`config.mk`:
```
export PLATFORM = sky130hd
export DESIGN_NAME = pdm_mic_emu
export DESIGN_NICKNAME = d
export VERILOG_FILES = /design/src/rtl/pdm_emu_pkg.sv /design/src/rtl/pdm_edge_sync.sv /design/src/rtl/pdm_clk_monitor.sv /design/src/rtl/pdm_dsm1.sv /design/src/rtl/pdm_mic_emu.sv
export SDC_FILE = /design/constraint.sdc
export NUM_CORES = 1
export LEC_CHECK = 0
export ABC_AREA = 0
export ABC_CLOCK_PERIOD_IN_PS = 13700
export BUFFER_PORTS_ARGS = -buffer_cell sky130_fd_sc_hd__buf_2
export CAP_MARGIN = 20
export CELL_PAD_IN_SITES_DETAIL_PLACEMENT = 1
export CELL_PAD_IN_SITES_GLOBAL_PLACEMENT = 1
export CORE_UTILIZATION = 51
export DETAILED_ROUTE_END_ITERATION = 10
export HOLD_SLACK_MARGIN = 0.05
export PLACE_DENSITY = 0.87
export SYNTH_ARGS = -nofsm -noshare
export SYNTH_HDL_FRONTEND = slang
export SYNTH_HIERARCHICAL = 1
export SYNTH_SLANG_ARGS = --single-unit
```
`constraint.sdc`:
```
create_clock -name ref_clk -period 13.7 [get_ports ref_clk]
set_clock_uncertainty 0.2 [all_clocks]
set_input_delay 2.74 -clock ref_clk [delete_from_list [all_inputs] [get_ports ref_clk]]
set_output_delay 2.74 -clock ref_clk [all_outputs]
set_load 0.02 [all_outputs]
```
`src/rtl/pdm_emu_pkg.sv`:
```
package pdm_emu_pkg;
  typedef enum logic [1:0] {
    ST_SLEEP = 2'd0,
    ST_WAKE  = 2'd1,
    ST_ARM   = 2'd2,
    ST_RUN   = 2'd3
  } pdm_state_e;
endpackage

```
`src/rtl/pdm_edge_sync.sv`:
```
// Brings an asynchronous clock into the local domain and flags its edges.
module pdm_edge_sync #(
  parameter int SYNC_STAGES = 2
) (
  input  logic clk,
  input  logic rst_n,
  input  logic async_in,
  output logic rise_p,
  output logic fall_p
);
  // sh[SYNC_STAGES-1] is the synchronized level, sh[SYNC_STAGES] its previous value
  logic [SYNC_STAGES:0] sh;

  always_ff @(posedge clk) begin
    if (!rst_n) sh <= '0;
    else        sh <= {sh[SYNC_STAGES-1:0], async_in};
  end

  assign rise_p =  sh[SYNC_STAGES-1] & ~sh[SYNC_STAGES];
  assign fall_p = ~sh[SYNC_STAGES-1] &  sh[SYNC_STAGES];
endmodule

```
`src/rtl/pdm_clk_monitor.sv`:
```
// Tracks bit-clock activity and sequences sleep, wake delay and running.
module pdm_clk_monitor
  import pdm_emu_pkg::*;
#(
  parameter int SLEEP_CYC = 100000,
  parameter int WAKE_CYC  = 1000000
) (
  input  logic       clk,
  input  logic       rst_n,
  input  logic       any_edge,
  input  logic       release_p,
  output pdm_state_e state
);
  localparam int IW = $clog2(SLEEP_CYC + 1);
  localparam int WW = $clog2(WAKE_CYC + 1);

  logic [IW-1:0] idle_cnt;
  logic [WW-1:0] wake_cnt;
  logic          timeout;

  assign timeout = !any_edge && (idle_cnt == IW'(SLEEP_CYC - 1));

  always_ff @(posedge clk) begin
    if (!rst_n) begin
      idle_cnt <= '0;
    end else if (any_edge) begin
      idle_cnt <= '0;
    end else if (idle_cnt != IW'(SLEEP_CYC - 1)) begin
      idle_cnt <= idle_cnt + 1'b1;
    end
  end

  always_ff @(posedge clk) begin
    if (!rst_n) begin
      state    <= ST_SLEEP;
      wake_cnt <= '0;
    end else begin
      unique case (state)
        ST_SLEEP: begin
          wake_cnt <= '0;
          if (any_edge) state <= ST_WAKE;
        end
        ST_WAKE: begin
          if (timeout)                              state <= ST_SLEEP;
          else if (wake_cnt == WW'(WAKE_CYC - 1))   state <= ST_ARM;
          else                                      wake_cnt <= wake_cnt + 1'b1;
        end
        ST_ARM: begin
          if (timeout)        state <= ST_SLEEP;
          else if (release_p) state <= ST_RUN;
        end
        ST_RUN: begin
          if (timeout) state <= ST_SLEEP;
        end
        default: state <= ST_SLEEP;
      endcase
    end
  end
endmodule

```
`src/rtl/pdm_dsm1.sv`:
```
// First-order delta-sigma stage with ones-density full scale.
module pdm_dsm1 #(
  parameter int LEVEL_W = 16
) (
  input  logic               clk,
  input  logic               rst_n,
  input  logic               clear,
  input  logic               step,
  input  logic [LEVEL_W-1:0] level,
  output logic               bit_o
);
  localparam int SW   = LEVEL_W + 1;
  localparam int FS   = (1 << LEVEL_W) - 2;
  localparam int BIAS = (1 << (LEVEL_W - 1)) - 1;

  logic [LEVEL_W-1:0] acc;
  logic [SW-1:0]      biased;
  logic [LEVEL_W-1:0] u;
  logic [SW-1:0]      sum;

  always_comb begin
    biased = {level[LEVEL_W-1], level} + SW'(BIAS);
    u      = biased[SW-1] ? '0 : biased[LEVEL_W-1:0];
    sum    = {1'b0, acc} + {1'b0, u};
    bit_o  = (sum >= SW'(FS));
  end

  always_ff @(posedge clk) begin
    if (!rst_n || clear) begin
      acc <= '0;
    end else if (step) begin
      acc <= bit_o ? LEVEL_W'(sum - SW'(FS)) : sum[LEVEL_W-1:0];
    end
  end
endmodule

```
`src/rtl/pdm_mic_emu.sv`:
```
module pdm_mic_emu
  import pdm_emu_pkg::*;
#(
  parameter int LEVEL_W     = 16,
  parameter int SLEEP_CYC   = 100000,
  parameter int WAKE_CYC    = 1000000,
  parameter int SYNC_STAGES = 2
) (
  input  logic               ref_clk,
  input  logic               rst_n,
  input  logic               bclk,
  input  logic               chan_sel,
  input  logic [LEVEL_W-1:0] level,
  output logic               pdm_data,
  output logic               pdm_oe
);
  logic       rise_p, fall_p;
  logic       launch_p, release_p, any_edge;
  logic       mod_bit;
  pdm_state_e state;

  pdm_edge_sync #(.SYNC_STAGES(SYNC_STAGES)) u_sync (
    .clk(ref_clk), .rst_n(rst_n), .async_in(bclk),
    .rise_p(rise_p), .fall_p(fall_p)
  );

  assign launch_p  = chan_sel ? rise_p : fall_p;
  assign release_p = chan_sel ? fall_p : rise_p;
  assign any_edge  = rise_p | fall_p;

  pdm_clk_monitor #(.SLEEP_CYC(SLEEP_CYC), .WAKE_CYC(WAKE_CYC)) u_mon (
    .clk(ref_clk), .rst_n(rst_n), .any_edge(any_edge),
    .release_p(release_p), .state(state)
  );

  pdm_dsm1 #(.LEVEL_W(LEVEL_W)) u_dsm (
    .clk(ref_clk), .rst_n(rst_n),
    .clear(state != ST_RUN),
    .step((state == ST_RUN) && launch_p),
    .level(level), .bit_o(mod_bit)
  );

  always_ff @(posedge ref_clk) begin
    if (!rst_n) begin
      pdm_oe   <= 1'b0;
      pdm_data <= 1'b0;
    end else if (state != ST_RUN) begin
      pdm_oe   <= 1'b0;
    end else if (launch_p) begin
      pdm_oe   <= 1'b1;
      pdm_data <= mod_bit;
    end else if (release_p) begin
      pdm_oe   <= 1'b0;
    end
  end
endmodule

```
==> out/results.ini, run 1 <==
[floorplanning]
die-area_mm2=0.00956
initial_core_util=0.531
die_h_um=97.8
rows=34
die_x_um=97.8
core_area_mm2=0.00881
ioPinCount=22

[placement]
port_buffers=21
routabilityCongestion=0.878
dp_slack_ns=5.71
dp_hpwl_um=9980

[timing]
min_period_over_period=0.560
slew_violations=0
tightest_slew_ns=1.01
max_freq_ghz=0.130
timing.final.ws_setup_ns=6.03
whs_ns=0.235
setup_violations=0
period_minus_slack_ns=7.67
fin_tns_setup_ns=0
rsz0062_at_grt=false
slew_headroom=0.324
hold_viol_final=0

[setup_path]
crit_arrival_ns=7.73
startpoint_type=input port
path_class=input port to register
critPathCaptureType=register
worst-path-max-fanout=12
worst_ep_required_time_ns=13.76

[hold_path]
hp-class=register to register

[clocking]
path_clk_slew_ns=0.07
cts-resized-gates=0
h-tree-depth=3
cts_root_buffer=clkbuf_8
cts_hold_buf=0
cts_num_sinks=60
cts_setup_buffers=0
cts_buffers=9
clk_path_buf_depth=2
clk_latency_ns=0.34
cts_tree=yes

[grt]
overflow=0
grt_max_degree=30
grt_use_total=0.291
first_global_vias=4851
grt_pass1_wl_um=22700
grt_antenna_before_repair=0

[drt]
drc=8
via_count=4661
wl_per_cell_um=18.4
vias_per_cell=6.48
drt-initial-drc-count=224
wl_um=13200
ant_nets=0
firstDrtPassIters=8

[synthesis]
synth_largest_area_cell=dfxtp_1
async_flop_share=0
synth_flop_cell=dfxtp_1
post_synth_num_cell_types=83
ys_seq_area_frac=0.257
syn_avg_cell_area_um2=7.84
synth_area_leaders=dfxtp_1 26%, ha_1 5.3%, nor2_1 5.2%, nand2_1 4.3%, xnor2_1 3.7%
syn_area_mm2=0.00468
ys_ff_latch=60
synth_top_area_frac=0.257
syn_inst=597
synth_edf_count=0
ys_warn_count=6
syn_nets=638

[power_and_ir_drop]
irDropWorstVdd_mv=0.0682
power_leakage_nw=1.82
power_density_mw_per_mm2=80.0

[job]
max_cap_violations=0

[run_status]
status=finished with violations
violations=DRC

[layout]
n_antenna_cell=0
final_nets=647
drive_above_1_share=0.119
areaGrowthSynthToFinish_pct=7.92
final_util=0.573

## area by class of cell
cell class / instances / area, um^2
repair buffers: 23 / 128
multi-input cells: 493 / 3290
clock buffers: 10 / 138
well taps: 108 / 135
flip-flops and latches: 60 / 1200
inverters: 19 / 71.3
fillers: 1125 / 3760
clock inverters: 6 / 86.3
## kinds of logic after synthesis
| group | Yosys count | share of synthesized area |
|---|---|---|
| flip-flops | 60 | 0.257 |
| AO/OA/AOI/OAI | 156 | 0.243 |
| AND/OR/NAND/NOR | 272 | 0.317 |
| adder cells (fa/ha/maj) | 21 | 0.0578 |
| XOR/XNOR | 34 | 0.0637 |
| multiplexers | 10 | 0.0219 |
| buffers and inverters | 44 | 0.0401 |
## sequential cells by signal, indices dropped and copies added (netlist names)
signal          count
u_dsm/acc          16
u_mon/idle_cnt     17
u_mon/wake_cnt     20
u_mon/state         2
u_sync/sh           3
pdm_oe              1
pdm_data            1
## report_power, final
group	internal [W]	switching, W	total [W]
Sequential	0.000176	0.00000165	0.000177
Combinational	0.0000177	0.0000291	0.0000469
Clock	0.000107	0.0000724	0.000180
## critical path: stages
cell      delay, ns
buf_2          0.12
nor4_1         0.43
nand2b_1       0.19
or4_1          0.52
nor2_1         0.58
a21oi_1        0.11
ha_1           0.48
and2_2         0.25
nand3_2        0.15
or4_1          0.60
o211ai_1       0.43
nand3_1        0.20
o21a_2         0.28
or4_1          0.43
a31oi_1        0.21
## placed cells by master (no fill, tap or decap), types with 8 or more instances in the layout
master,count
dfxtp_1,60
o211ai_1,8
buf_2,21
or3_1,14
nor2b_1,8
nand3_1,24
xor2_1,14
mux2i_1,8
a211oi_1,8
nor3_1,18
a21o_1,10
nand4_1,15
clkbuf_8,10
inv_1,18
nand2_1,53
a31oi_1,13
o31ai_1,8
xnor2_1,20
ha_1,20
nor2_1,65
a21oi_1,31
or4_1,11
o21ai_0,32
nand2b_1,8
## metrics by stage
step / cell area [um^2] / power, W / cells
after global routing: 5050 / 0.000421 / 719
after detailed placement: 4810 / 0.000228 / 702
after CTS: 5030 / 0.000408 / 718
final: 5050 / 0.000404 / 719
after floorplan: 4680 / 0.000214 / 597
after global placement: 4810 / 0.000225 / 702
## layer usage
layer,global-route usage,up-vias,wire (um)
met2,0.548,93,6900
met3,0.0458,26,447
met4,0.106,0,267
met5,0,-,0
li1,-,2255,-
met1,0.329,2287,5630
## cell usage after synthesis (15+ instances only)
master	instances
nor2_1	65
dfxtp_1	60
nand2_1	53
o21ai_0	32
a21oi_1	31
nand3_1	24
ha_1	20
xnor2_1	20
inv_1	18
nor3_1	18
clkbuf_1	16
nand4_1	15
## worst paths after layout
| path | startpoint | endpoint | slack (ns) | depth (start not counted) |
|---|---|---|---|---|
| worst min register to register | u_sync/sh[0] | u_sync/sh[1] | 0.24 | 1 |
| worst max-delay path | level[5] | u_dsm/acc[8] | 6.03 | 15 |
| worst min-delay path | u_sync/sh[0] | u_sync/sh[1] | 0.24 | 1 |
| worst max register to register | u_dsm/acc[4] | u_dsm/acc[8] | 10.08 | 9 |
Note: power is estimated with default switching activity, not from simulation.
==> run 2: changes to the inputs <==
--- a/config.mk
+++ b/config.mk
@@ -5,16 +5,16 @@
 export SDC_FILE = /design/constraint.sdc
 export NUM_CORES = 1
 export LEC_CHECK = 0
-export ABC_AREA = 0
-export ABC_CLOCK_PERIOD_IN_PS = 13700
+export ABC_AREA = 1
+export ABC_CLOCK_PERIOD_IN_PS = 7110
 export BUFFER_PORTS_ARGS = -buffer_cell sky130_fd_sc_hd__buf_2
 export CAP_MARGIN = 20
 export CELL_PAD_IN_SITES_DETAIL_PLACEMENT = 1
 export CELL_PAD_IN_SITES_GLOBAL_PLACEMENT = 1
-export CORE_UTILIZATION = 51
+export CORE_UTILIZATION = 44
 export DETAILED_ROUTE_END_ITERATION = 10
 export HOLD_SLACK_MARGIN = 0.05
-export PLACE_DENSITY = 0.87
+export PLACE_DENSITY = 0.81
 export SYNTH_ARGS = -nofsm -noshare
 export SYNTH_HDL_FRONTEND = slang
 export SYNTH_HIERARCHICAL = 1
==> constraint.sdc (replaced) <==
create_clock -name ref_clk -period 7.11 [get_ports ref_clk]
set_clock_uncertainty 0.2 [all_clocks]
set_input_delay 1.422 -clock ref_clk [delete_from_list [all_inputs] [get_ports ref_clk]]
set_output_delay 1.422 -clock ref_clk [all_outputs]
set_load 0.02 [all_outputs]
==> out/results.ini, run 2 <==
[synthesis]
synth_common_cells=292 x nand2_1, 134 x inv_1, 126 x nor2_1, 77 x nand3_1, 60 x dfxtp_1
synth_flop_cell=dfxtp_1
ys_ff_latch=60
post_synth_num_cell_types=37
synth.most_common_cell=nand2_1
synth_area_leaders=dfxtp_1 21%, nand2_1 19%, inv_1 8.8%, nor2_1 8.3%, nand3_1 6.7%
syn_avg_cell_area_um2=5.88
synth_top_area_frac=0.210
syn_inst=974
ys_warn_count=6
syn_nets=1015
synth_edf_count=0
syn_area_mm2=0.00573
synth_largest_area_cell=dfxtp_1
async_flop_share=0
ys_seq_area_frac=0.210

[grt]
met2_usage=0.504
first_global_vias=6150
overflow=0
grt_busiest_layer=met2
grt_pass1_wl_um=28300
met1_usage=0.312
grt_max_degree=19
grt_use_met3=0.0374
grt_antenna_before_repair=0
grt_use_total=0.270

[setup_path]
rr_worst_depth=19
cpMostUsedCell=inv_1
critPathCaptureType=register
timing.rr.end=u_dsm/acc[10]
cp-startpoint=level[0]
startpoint_type=input port
worst-path-max-fanout=17
critPathMaxStageDelay_ns=0.48
path_class=input port to register
r2r_start=u_dsm/acc[0]
r2r_setup_slack_ns=3.93
worst_ep_required_time_ns=7.16
crit_arrival_ns=5.76
crit_slowest_cell=fa_1

[floorplanning]
initial_core_util=0.452
die-area_mm2=0.0135
die_h_um=116
die_x_um=116
rows=41
core_area_mm2=0.0127
ioPinCount=22

[layout]
n_antenna_cell=0
drive_above_1_share=0.136
largest-register=u_mon/wake_cnt
final_cell_mix=292 x nand2_1, 134 x inv_1, 126 x nor2_1, 77 x nand3_1, 60 x dfxtp_1
top_regs=u_mon/wake_cnt (20), u_mon/idle_cnt (17), u_dsm/acc (16)
final_nets=1034
final_util=0.494
largest_register_ffs=20
areaGrowthSynthToFinish_pct=9.26
instances_no_fill=1168
mostFrequentLayoutCell=nand2_1

[clocking]
cts_tree=yes
cts_hold_buf=0
cts_setup_buffers=0
cts-resized-gates=0
cts_num_sinks=60
clk_path_buf_depth=2
cts_root_buffer=clkbuf_16
clk_latency_ns=0.33
cts_buffers=9
path_clk_slew_ns=0.05
h-tree-depth=3

[drt]
via_count=6031
drt-initial-drc-count=282
vias_per_cell=5.16
firstDrtPassIters=4
ant_nets=0
wl_um=17200
drc=0
wl_per_cell_um=14.8

[timing]
min_period_over_period=0.803
max_freq_ghz=0.175
tightest_slew_ns=0.734
setup_violations=0
rsz0062_at_grt=false
hold_viol_final=0
slew_violations=0
slew_headroom=0.509
fin_tns_setup_ns=0
period_minus_slack_ns=5.71

[power_and_ir_drop]
irDropWorstVdd_mv=0.146
power_density_mw_per_mm2=174
power_leakage_nw=2.79

[run_status]
status=finished, final reports clean

[placement]
dp.cells=1154
dp_hpwl_um=13400
port_buffers=21
routabilityCongestion=0.900

[hold_path]
hold_end=u_sync/sh[1]
worstHoldPathCells=2
hp-class=register to register
holdCritStartpoint=u_sync/sh[0]

[job]
max_cap_violations=0

## run 2: changes by cell type after synthesis, moves of 11 or more
| cell | before | now |
|---|---|---|
| nor2_2 | 1 | 13 |
| nand2_1 | 53 | 292 |
| or3_1 | 14 | 0 |
| nand3_1 | 24 | 77 |
| o21ai_0 | 32 | 21 |
| nor2_1 | 65 | 126 |
| a21oi_1 | 31 | 49 |
| nand3_2 | 2 | 14 |
| clkbuf_1 | 16 | 5 |
| or4_1 | 11 | 0 |
| inv_1 | 18 | 134 |
| a31oi_1 | 13 | 2 |
| a21oi_2 | 0 | 12 |
| nand2_2 | 1 | 30 |
## run 2: power breakdown
| group | switching, W | internal (W) |
|---|---|---|
| Combinational | 0.000193 | 0.0000706 |
| Sequential | 0.0000169 | 0.000348 |
| Clock | 0.000155 | 0.000305 |
| Total | 0.000364 | 0.000724 |
## run 2: metal layers
layer | wire [um] | share of wire
met1 | 7800 | 0.45
met4 | 363 | 0.021
met2 | 8680 | 0.50
met3 | 383 | 0.022
met5 | 0 | 0
## run 2: area by class of cell
| cell class | count | area (um^2) |
|---|---|---|
| timing repair buffer | 22 | 113 |
| clock inverter | 1 | 30.0 |
| multi-input combinational | 757 | 3890 |
| clock buffer | 13 | 280 |
| sequential | 60 | 1200 |
| tap | 172 | 215 |
| fill | 1849 | 6410 |
| inverter | 143 | 537 |
## run 2: cell families (layout without fill, tap and decap cells)
family | after synthesis | count (layout) | share of synthesized area
adder cells (fa/ha/maj) | 21 | 21 | 0.0472
buffers and inverters | 157 | 179 | 0.112
flip-flops | 60 | 60 | 0.210
XOR/XNOR | 28 | 28 | 0.0428
AND/OR/NAND/NOR | 619 | 619 | 0.500
AO/OA/AOI/OAI | 89 | 89 | 0.0878
## run 2: critical path, delay by kind of cell
family / cells / cell delay (ns)
buf+inv: 7 / 0.66
fa+ha+maj: 4 / 1.19
compound gates: 1 / 0.11
simple gates: 13 / 2.38
## run 2: through the flow
step	total power (W)	setup slack [ns]	hold slack, ns	instance area [um^2]
3_5_place_dp	0.000633	0.949	0.204	5950
6_report	0.00109	1.40	0.207	6260
2_1_floorplan	0.000581	1.86	0.186	5730
5_1_grt	0.00114	0.915	0.233	6260
3_3_place_gp	0.000628	1.15	0.194	5950
4_1_cts	0.00110	1.29	0.214	6260
## run 2: worst max-delay path by stage
stage | slack (ns) | to
floorplan | 1.86 | u_dsm/acc[1]
global placement | 1.15 | u_dsm/acc[11]
detailed placement | 0.95 | u_dsm/acc[6]
CTS | 1.29 | u_dsm/acc[6]
global route | 0.91 | u_dsm/acc[8]
finish | 1.40 | u_dsm/acc[6]
